$ cat src/rtl/rx_status_pkg.sv
package rx_status_pkg;
   localparam int NUM_FLAGS = 4;
   typedef enum int {FL_AVAIL = 0, FL_IDLE = 1, FL_OVR = 2, FL_NOISE = 3} flag_idx_e;
   // status word bit positions
   localparam int ST_AVAIL = 5;
   localparam int ST_IDLE  = 4;
   localparam int ST_OVR   = 3;
   localparam int ST_NOISE = 2;
   localparam int ST_TOP   = 5;
endpackage

$ cat src/rtl/rx_flag_cell.sv
module rx_flag_cell (
   input  logic clk,
   input  logic rst_n,
   input  logic set_ev,
   input  logic st_rd,
   input  logic dt_rd,
   output logic flag_o,
   output logic cleared_o
);
   logic flag_q, armed_q;

   always_ff @(posedge clk or negedge rst_n) begin
      if (!rst_n) begin
         flag_q  <= 1'b0;
         armed_q <= 1'b0;
      end else begin
         if (st_rd)      armed_q <= flag_q;
         else if (dt_rd) armed_q <= 1'b0;
         if (set_ev)                flag_q <= 1'b1;
         else if (dt_rd && armed_q) flag_q <= 1'b0;
      end
   end

   assign flag_o    = flag_q;
   assign cleared_o = dt_rd && armed_q && !set_ev;

   assert_set_wins_R10: assert property (@(posedge clk) disable iff (!rst_n)
      set_ev |=> flag_q);
   assert_clear_needs_arm_R2: assert property (@(posedge clk) disable iff (!rst_n)
      $fell(flag_q) |-> $past(dt_rd && armed_q));
endmodule

$ cat src/rtl/rx_idle_detect.sv
module rx_idle_detect #(
   parameter int IDLE_8BIT = 10,
   parameter int IDLE_9BIT = 11
) (
   input  logic clk,
   input  logic rst_n,
   input  logic enable,
   input  logic tick,
   input  logic line,
   input  logic nine_bit,
   input  logic char_ok,
   input  logic idle_clr,
   output logic idle_ev
);
   localparam int MAXT = (IDLE_9BIT > IDLE_8BIT) ? IDLE_9BIT : IDLE_8BIT;
   localparam int CW   = $clog2(MAXT + 1);

   logic [CW-1:0] cnt_q, thr;
   logic          allow_q;

   initial begin
      if (IDLE_8BIT < 2 || IDLE_9BIT < 2)
         $error("rx_idle_detect: idle thresholds must be at least 2");
   end

   always_comb thr = nine_bit ? CW'(IDLE_9BIT) : CW'(IDLE_8BIT);

   always_ff @(posedge clk or negedge rst_n) begin
      if (!rst_n) begin
         cnt_q   <= '0;
         allow_q <= 1'b0;
      end else begin
         if (!enable)                cnt_q <= '0;
         else if (tick && !line)     cnt_q <= '0;
         else if (tick && cnt_q < thr) cnt_q <= cnt_q + 1'b1;

         if (!enable)       allow_q <= 1'b0;
         else if (char_ok)  allow_q <= 1'b1;
         else if (idle_clr) allow_q <= 1'b0;
      end
   end

   assign idle_ev = enable && allow_q && tick && line && (cnt_q == thr - 1'b1);

   assert_cnt_restart_R6: assert property (@(posedge clk) disable iff (!rst_n)
      (enable && tick && !line) |=> (cnt_q == '0));
endmodule

$ cat src/rtl/rx_status_ctrl.sv
module rx_status_ctrl
   import rx_status_pkg::*;
#(
   parameter int DATA_W    = 8,
   parameter int BUS_W     = 8,
   parameter int IDLE_8BIT = 10,
   parameter int IDLE_9BIT = 11
) (
   input  logic              clk,
   input  logic              rst_n,
   input  logic              rx_en,
   input  logic              char_done,
   input  logic [DATA_W-1:0] char_data,
   input  logic              char_noise,
   input  logic              sample_tick,
   input  logic              line_sample,
   input  logic              nine_bit,
   input  logic              bus_rd,
   input  logic              bus_addr,
   output logic [BUS_W-1:0]  rd_data,
   input  logic              ie_idle,
   input  logic              dma_rx_en,
   input  logic              ie_ovr,
   input  logic              ie_noise,
   output logic              irq_idle,
   output logic              irq_ovr,
   output logic              irq_noise
);
   initial begin
      if (DATA_W > BUS_W) $error("rx_status_ctrl: DATA_W exceeds BUS_W");
      if (BUS_W <= ST_TOP) $error("rx_status_ctrl: BUS_W too narrow for status word");
   end

   logic [DATA_W-1:0]    data_q;
   logic [NUM_FLAGS-1:0] set_ev, flags, cleared;
   logic                 st_rd, dt_rd, char_in, accept, idle_ev;
   logic [BUS_W-1:0]     status_w, data_w;

   assign st_rd   = bus_rd && !bus_addr;
   assign dt_rd   = bus_rd &&  bus_addr;
   assign char_in = char_done && rx_en;
   assign accept  = char_in && !flags[FL_AVAIL];

   always_ff @(posedge clk or negedge rst_n) begin
      if (!rst_n)      data_q <= '0;
      else if (accept) data_q <= char_data;
   end

   rx_idle_detect #(.IDLE_8BIT(IDLE_8BIT), .IDLE_9BIT(IDLE_9BIT)) u_idle (
      .clk(clk), .rst_n(rst_n), .enable(rx_en), .tick(sample_tick),
      .line(line_sample), .nine_bit(nine_bit), .char_ok(accept),
      .idle_clr(cleared[FL_IDLE]), .idle_ev(idle_ev)
   );

   always_comb begin
      set_ev           = '0;
      set_ev[FL_AVAIL] = accept;
      set_ev[FL_IDLE]  = idle_ev;
      set_ev[FL_OVR]   = char_in && flags[FL_AVAIL];
      set_ev[FL_NOISE] = char_in && char_noise;
   end

   for (genvar g = 0; g < NUM_FLAGS; g++) begin : g_flag
      rx_flag_cell u_cell (
         .clk(clk), .rst_n(rst_n), .set_ev(set_ev[g]), .st_rd(st_rd),
         .dt_rd(dt_rd), .flag_o(flags[g]), .cleared_o(cleared[g])
      );
   end

   always_comb begin
      status_w           = '0;
      status_w[ST_AVAIL] = flags[FL_AVAIL];
      status_w[ST_IDLE]  = flags[FL_IDLE];
      status_w[ST_OVR]   = flags[FL_OVR];
      status_w[ST_NOISE] = flags[FL_NOISE];
   end

   if (DATA_W < BUS_W) begin : g_pad
      assign data_w = {{(BUS_W-DATA_W){1'b0}}, data_q};
   end else begin : g_nopad
      assign data_w = data_q;
   end

   assign rd_data   = bus_addr ? data_w : status_w;
   assign irq_idle  = flags[FL_IDLE] && ie_idle && !dma_rx_en;
   assign irq_ovr   = flags[FL_OVR] && ie_ovr;
   assign irq_noise = flags[FL_NOISE] && ie_noise;

   assert_ovr_keeps_data_R3: assert property (@(posedge clk) disable iff (!rst_n)
      (char_in && flags[FL_AVAIL]) |=> $stable(data_q));
   assert_load_sets_avail_R1: assert property (@(posedge clk) disable iff (!rst_n)
      accept |=> flags[FL_AVAIL]);
   assert_idle_dma_mask_R8: assert property (@(posedge clk) disable iff (!rst_n)
      dma_rx_en |-> !irq_idle);
endmodule

$ cat config.mk
export PLATFORM = sky130hd
export DESIGN_NAME = rx_status_ctrl
export DESIGN_NICKNAME = d
export VERILOG_FILES = /design/src/rtl/rx_status_pkg.sv /design/src/rtl/rx_flag_cell.sv /design/src/rtl/rx_idle_detect.sv /design/src/rtl/rx_status_ctrl.sv
export SDC_FILE = /design/constraint.sdc
export NUM_CORES = 1
export LEC_CHECK = 0
export BUFFER_PORTS_ARGS = -buffer_cell sky130_fd_sc_hd__buf_2
export CORE_UTILIZATION = 43
export DETAILED_ROUTE_END_ITERATION = 16
export GPL_TIMING_DRIVEN = 1
export PLACE_DENSITY = 0.68
export SLEW_MARGIN = 20
export SYNTH_ARGS = -nofsm -noshare
export SYNTH_HDL_FRONTEND = slang
export SYNTH_SLANG_ARGS = --single-unit
$ cat constraint.sdc
create_clock -name clk -period 1.6 [get_ports clk]
set_input_delay 0.16 -clock clk [delete_from_list [all_inputs] [get_ports clk]]
set_output_delay 0.16 -clock clk [all_outputs]
set_load 0.05 [all_outputs]
==> reports/results.txt, run 1 <==
global-route wire length before repair - 3400 um
Most Crowded Layer GR - met2
routing usage on met2 - 29.3%
CTS Buf Count - 3
top cells by area, synth - dfrtp_1 (47%), mux2_4 (11%), mux2_2 (4.1%)
multi-input logic area - 523 um2
final net count - 154
Synth Instances - 97
worst hold path type - input port to flip-flop
Synth Area in Adders - 2.26%
largest net degree at the start of global routing - 22
DP Wirelength - 1530 um
Mapped Area - 1110 um2
Remaining DRCs - 0
CTS Root Cell - clkbuf_4
static leakage - 0.655 nW
CTS Sinks - 21
fraction of the mapped netlist area in simple logic gates - 18.1%
drt via density - 5.25
VDD IR max - 1300 uV
WHS Endpoint - data_q[6]$_DFFE_PN0P_
RSZ-0062 raised after global routing - no
fmax - 0.703 GHz
PortBufs - 32
Starting Density - 45.2%
# IOs - 33
CTS Hold Bufs - 1
Required @ worst endpoint - 1.83 ns
largest area contributor in the netlist - dfrtp_1
met3 GRT Util - 2.61%
post-place setup slack - 0.231 ns
register area share after synthesis - 47.4%
Max FO, Critical Path - 4
Routed Antenna Nets - 0
routing usage on met1 - 21.4%
Post-Synth XOR/XNOR Area - 0.790%
Final setup violation count - 0
Worst Path Arrival - 1.66 ns
routability cong. - 0.726
crit start category - flip-flop
WHS - 0.0833 ns
antenna violations before repair - 0
CTS clk-pin slew, worst paths - 0.11 ns
post-CTS setup buffers - 0
Max Root-Sink Buffers - 2
Yosys reg bits - 21
Finished Cell Area - 1310 um2
Rel. slew slack - 69.3%
vias in the first global route - 787
max cap viols - 0
element type at the critical path end - flip-flop
DR iter-0 viols - 10
worst slew pin tran - 0.460 ns
crit path kind - flip-flop to flip-flop
compound-gate portion of the synthesized area - 10.3%
share of layout cells above drive strength 1 - 38.0%
share of synthesized area spent on multiplexers - 15.8%
Worst R2R End - u_idle.allow_q$_DFFE_PN0P_
placed inst area - 1270 um2
FF-to-FF path depth - 5
DIE WIDTH - 52.8 um
Cell Rows - 18
number of H-tree levels - 1
Routed wire per std cell - 13.4 um
final WL - 2130 um
combinational family with the most area after synthesis - simple AND/OR/NAND/NOR gates
PwrDens - 1400 nW/um2
CTS tree - built
area grow syn2layout - 17.7%
status - finished clean
post-CTS sizing - 0
Antenna diodes - 0
fin crit period - 1.42 ns
Clock Latency Late Sink - 0.30 ns
DR vias - 834
worst setup margin - 0.178 ns
syn nets - 121
Die H - 52.8 um
Core Area - 2450 um2
fill count - 232
syn_area_per_cell - 11.4 um2
Worst Hold Depth - 2
worst hold path startpoint - char_data[6]
Final Hold Vio Count - 0
global route overflow - 0
Max Slew Vio Count - 0
Final Skew - 0.00309 ns
GRT Total Usage - 17.3%
TritonRoute pass-1 iters - 4
period utilisation layout - 88.8%
worst reg2reg setup slack - 0.18 ns
FF+latch area - 526 um2
synth unique cells - 30
final setup TNS - 0 ns
YS warnings - 0
Reg2Reg Launch Point - u_idle.cnt_q[0]$_DFFE_PN0P_
top-area cell type share of the netlist area - 47.4%
Die Area - 2790 um2
synthesized netlist by cell type (all sizes together):
library cell and number:
dfrtp 21, mux2 12, and2 6, inv 6, nand2 6, nand3b 6, o21ai 6, buf 5
nand3 5, nor2 3, a21oi 2, a32o 2, ha 2, nand2b 2, nor4 2, o211ai 2
a211o 1, a211oi 1, a21o 1, a41oi 1, mux2i 1, nand4b 1, nor2b 1, o22ai 1
xor2 1
power breakdown:
part           internal [mW]  switching [mW]
logic                  0.327           0.454
registers              0.687           0.103
clock network         0.0971           0.153
total                   1.11           0.710
worst max-delay path, cell delays in order (launching register included):
cell      delay (ns)
dfrtp_1         0.41
inv_1           0.08
ha_1            0.26
nand4b_1        0.18
nor4_2          0.28
nand3b_1        0.15
per-stage QoR:
stage	instances	utilization, %	power (mW)
5_1_grt	159	53.2	1.93
3_5_place_dp	154	51.7	1.58
2_1_floorplan	97	-	1.42
4_1_cts	159	53.2	1.84
6_report	159	53.2	1.82
3_3_place_gp	154	51.7	1.56
sequential cells by signal (all words and copies together), names as in the netlist:
register,cells
data_q,8
u_idle.cnt_q,4
g_flag.u_cell.flag_o,4
g_flag.u_cell.armed_q,4
u_idle.allow_q,1
layout make-up:
class,count,share of cell area [%]
clock buffers,4,2.01
repair buffers,33,13.0
inverters,6,1.73
flip-flops and latches,21,40.3
well taps,30,2.88
multi-input cells,65,40.1
how the worst max path moves through the flow:
stage | from | end | slack, ns | depth (start not counted)
global route | u_idle.cnt_q[0]$_DFFE_PN0P_ | u_idle.allow_q$_DFFE_PN0P_ | 0.06 | 5
detailed placement | u_idle.cnt_q[0]$_DFFE_PN0P_ | u_idle.allow_q$_DFFE_PN0P_ | 0.23 | 5
finish | u_idle.cnt_q[0]$_DFFE_PN0P_ | u_idle.allow_q$_DFFE_PN0P_ | 0.18 | 5
CTS | u_idle.cnt_q[0]$_DFFE_PN0P_ | u_idle.allow_q$_DFFE_PN0P_ | 0.17 | 5
floorplan | u_idle.cnt_q[0]$_DFFE_PN0P_ | u_idle.allow_q$_DFFE_PN0P_ | 0.34 | 5
global placement | u_idle.cnt_q[0]$_DFFE_PN0P_ | u_idle.allow_q$_DFFE_PN0P_ | 0.27 | 5
routing by layer:
layer / vias to the layer above / routed length (um)
li1: 407 / -
met1: 409 / 986
met2: 16 / 1070
met3: 2 / 65
met4: 0 / 10
met5: - / 0
kinds of logic (layout without fill, tap and decap cells):
logic type / Yosys count / count (layout)
AOI/OAI and AO/OA: 17 / 17
xor gates and xnor gates: 1 / 1
adders and majority gates: 2 / 2
buffers and inverters: 11 / 43
DFF: 21 / 21
muxes: 13 / 13
and+or+nand+nor: 32 / 32
cells in the final DEF (no fill, tap or decap):
cell type,n
a211o_1,1
a211oi_1,1
a21o_1,1
a21oi_1,2
a32o_1,2
a41oi_1,1
and2_1,6
buf_2,32
clkbuf_1,1
clkbuf_4,3
dfrtp_1,21
dlygate4sd3_1,1
ha_1,2
inv_1,6
mux2_2,4
mux2_4,8
mux2i_1,1
nand2_1,6
nand2b_1,2
nand3_1,5
nand3b_1,5
nand3b_4,1
nand4b_1,1
nor2_1,3
nor2b_1,1
nor4_1,1
nor4_2,1
o211ai_1,2
o21ai_0,5
o21ai_1,1
o22ai_1,1
xor2_1,1
Note: power is estimated with default switching activity, not from simulation.
==> run 2: changes to the inputs <==
--- a/config.mk
+++ b/config.mk
@@ -6,10 +6,12 @@
 export NUM_CORES = 1
 export LEC_CHECK = 0
 export BUFFER_PORTS_ARGS = -buffer_cell sky130_fd_sc_hd__buf_2
-export CORE_UTILIZATION = 43
+export CELL_PAD_IN_SITES_DETAIL_PLACEMENT = 1
+export CELL_PAD_IN_SITES_GLOBAL_PLACEMENT = 2
+export CORE_UTILIZATION = 31
 export DETAILED_ROUTE_END_ITERATION = 16
 export GPL_TIMING_DRIVEN = 1
-export PLACE_DENSITY = 0.68
+export PLACE_DENSITY_LB_ADDON = 0.1
 export SLEW_MARGIN = 20
 export SYNTH_ARGS = -nofsm -noshare
 export SYNTH_HDL_FRONTEND = slang
==> run 2 against run 1 <==
Worst hold slack worse by 0.00080 ns. Setup slack improved by 0.020 ns. Sequential power hardly changed. Clock-buffer cell count did not move. Critical path type unchanged. Critical path depth stayed put. Utilization is 14 points lower. Critical endpoint unchanged.
==> reports/results.txt, run 2 (synthesized netlist as in run 1, its figures left out) <==
antenna violations before repair - 0 (unchanged)
CTS tree - built (unchanged)
TritonRoute pass-1 iters - 4 (unchanged)
CTS Root Cell - clkbuf_4 (unchanged)
Max Slew Vio Count - 0 (unchanged)
GRT Total Usage - 14.5% (was 17.3%)
largest net degree at the start of global routing - 22 (unchanged)
WHS - 0.0825 ns (was 0.0833 ns)
area grow syn2layout - 19.5% (was 17.7%)
Remaining DRCs - 0 (unchanged)
max cap viols - 0 (unchanged)
max reg flops - 8 (unchanged)
DP Wirelength - 1750 um (was 1530 um)
CTS Buf Count - 3 (unchanged)
Final setup violation count - 0 (unchanged)
commonest non-fill, non-tap cell in the layout - buf_2 (unchanged)
Worst Path Arrival - 1.64 ns (was 1.66 ns)
multi-input logic area - 523 um2 (unchanged)
DR iter-0 viols - 11 (was 10)
global-route wire length before repair - 3970 um (was 3400 um)
element type at the critical path end - flip-flop (unchanged)
Cell Rows - 21 (was 18)
share of layout cells above drive strength 1 - 38.0% (unchanged)
final net count - 154 (unchanged)
final setup TNS - 0 ns (unchanged)
PortBufs - 32 (unchanged)
Required @ worst endpoint - 1.84 ns (was 1.83 ns)
fill count - 402 (was 232)
Reg2Reg Launch Point - u_idle.cnt_q[0]$_DFFE_PN0P_ (unchanged)
Worst R2R End - u_idle.allow_q$_DFFE_PN0P_ (unchanged)
Core Area - 3390 um2 (was 2450 um2)
routability cong. - 0.763 (was 0.726)
worst setup path endpoint - u_idle.allow_q$_DFFE_PN0P_ (unchanged)
crit start category - flip-flop (unchanged)
fin crit period - 1.40 ns (was 1.42 ns)
Max Root-Sink Buffers - 2 (unchanged)
fmax - 0.714 GHz (was 0.703 GHz)
Finished Cell Area - 1330 um2 (was 1310 um2)
static leakage - 0.655 nW (unchanged)
worst slew pin tran - 0.463 ns (was 0.460 ns)
Clock Latency Late Sink - 0.30 ns (about the same)
# IOs - 33 (unchanged)
crit path launch - u_idle.cnt_q[0]$_DFFE_PN0P_ (unchanged)
Routed Antenna Nets - 0 (unchanged)
fin util - 39.1% (was 53.2%)
drt via density - 4.83 (was 5.25)
period utilisation layout - 87.6% (was 88.8%)
FF-to-FF path depth - 5 (unchanged)
worst reg2reg setup slack - 0.20 ns (was 0.18 ns)
CTS Sinks - 21 (unchanged)
DR vias - 845 (was 834)
most frequent cells in the layout - buf_2 (32), dfrtp_1 (21), mux2_4 (8) (unchanged)
VDD IR max - 558 uV (was 1300 uV)
FF+latch area - 526 um2 (unchanged)
vias in the first global route - 823 (was 787)
global route overflow - 0 (unchanged)
Top reg by flops - data_q (unchanged)
Die Area - 3820 um2 (was 2790 um2)
DIE WIDTH - 61.8 um (was 52.8 um)
Rel. slew slack - 69.1% (was 69.3%)
Max FO, Critical Path - 4 (unchanged)
Routed wire per std cell - 13.6 um (was 13.4 um)
final WL - 2390 um (was 2130 um)
Final Skew - 0.00524 ns (was 0.00309 ns)
Starting Density - 32.7% (was 45.2%)
worst hold path type - input port to flip-flop (unchanged)
RSZ-0062 raised after global routing - no (unchanged)
placed inst area - 1290 um2 (was 1270 um2)
status - finished clean (unchanged)
Antenna diodes - 0 (unchanged)
crit path kind - flip-flop to flip-flop (unchanged)
PwrDens - 1370 nW/um2 (was 1400 nW/um2)
CTS clk-pin slew, worst paths - 0.11 ns (about the same)
number of H-tree levels - 1 (unchanged)
Final Hold Vio Count - 0 (unchanged)
Die H - 61.8 um (was 52.8 um)
-- run 2: cell counts in the layout (fill, tap and decap cells not counted) --
No cell type changed its count.
-- run 2: power by group --
| part | internal [mW] | total, mW | switching [mW] |
|---|---|---|---|
| combinational | 0.327 | 0.783 | 0.456 |
| sequential | 0.686 | 0.789 | 0.103 |
| clock | 0.0972 | 0.250 | 0.153 |
-- run 2: worst min path at each step --
stage,from,endpoint,slack (ns),cells after the start
2_1_floorplan,rst_n,data_q[0]$_DFFE_PN0P_,-0.14,0
5_1_grt,char_data[4],data_q[4]$_DFFE_PN0P_,0.06,2
6_report,char_data[5],data_q[5]$_DFFE_PN0P_,0.08,2
4_1_cts,char_data[5],data_q[5]$_DFFE_PN0P_,0.07,2
3_5_place_dp,rst_n,data_q[4]$_DFFE_PN0P_,0.14,1
3_3_place_gp,rst_n,g_flag[1].u_cell.flag_o$_DFFE_PN0P_,0.15,1
-- run 2: layout make-up --
cell class / instances / area share (%)
flip-flops and latches: 21 / 39.7
multi-input cells: 65 / 39.5
repair buffers: 33 / 12.8
well taps: 46 / 4.34
clock buffers: 4 / 1.98
inverters: 6 / 1.70
-- run 2: what timing repair did --
item	4_1_cts	5_1_grt
hold buffers	1	0
gates resized for setup	0	0
hold endpoints to repair	21	0
setup buffers	0	0
-- run 2: metrics by stage --
step / worst slack, ns / cells / total power [mW]
6_report: 0.199 / 175 / 1.82
5_1_grt: 0.0436 / 175 / 1.95
4_1_cts: 0.183 / 175 / 1.86
3_5_place_dp: 0.214 / 170 / 1.59
3_3_place_gp: 0.281 / 170 / 1.57
2_1_floorplan: 0.336 / 97 / 1.42
-- run 2: routing by layer --
metal	wire, um	GRT usage (%)
met5	0	0
met4	29	4.76
met3	102	3.73
met2	1170	23.8
met1	1090	18.8
-- run 2: critical path, stage by stage, from the launching register on --
cell and delay (ns):
dfrtp_1 0.42, inv_1 0.08, ha_1 0.26, nand4b_1 0.18, nor4_2 0.25, nand3b_1 0.14
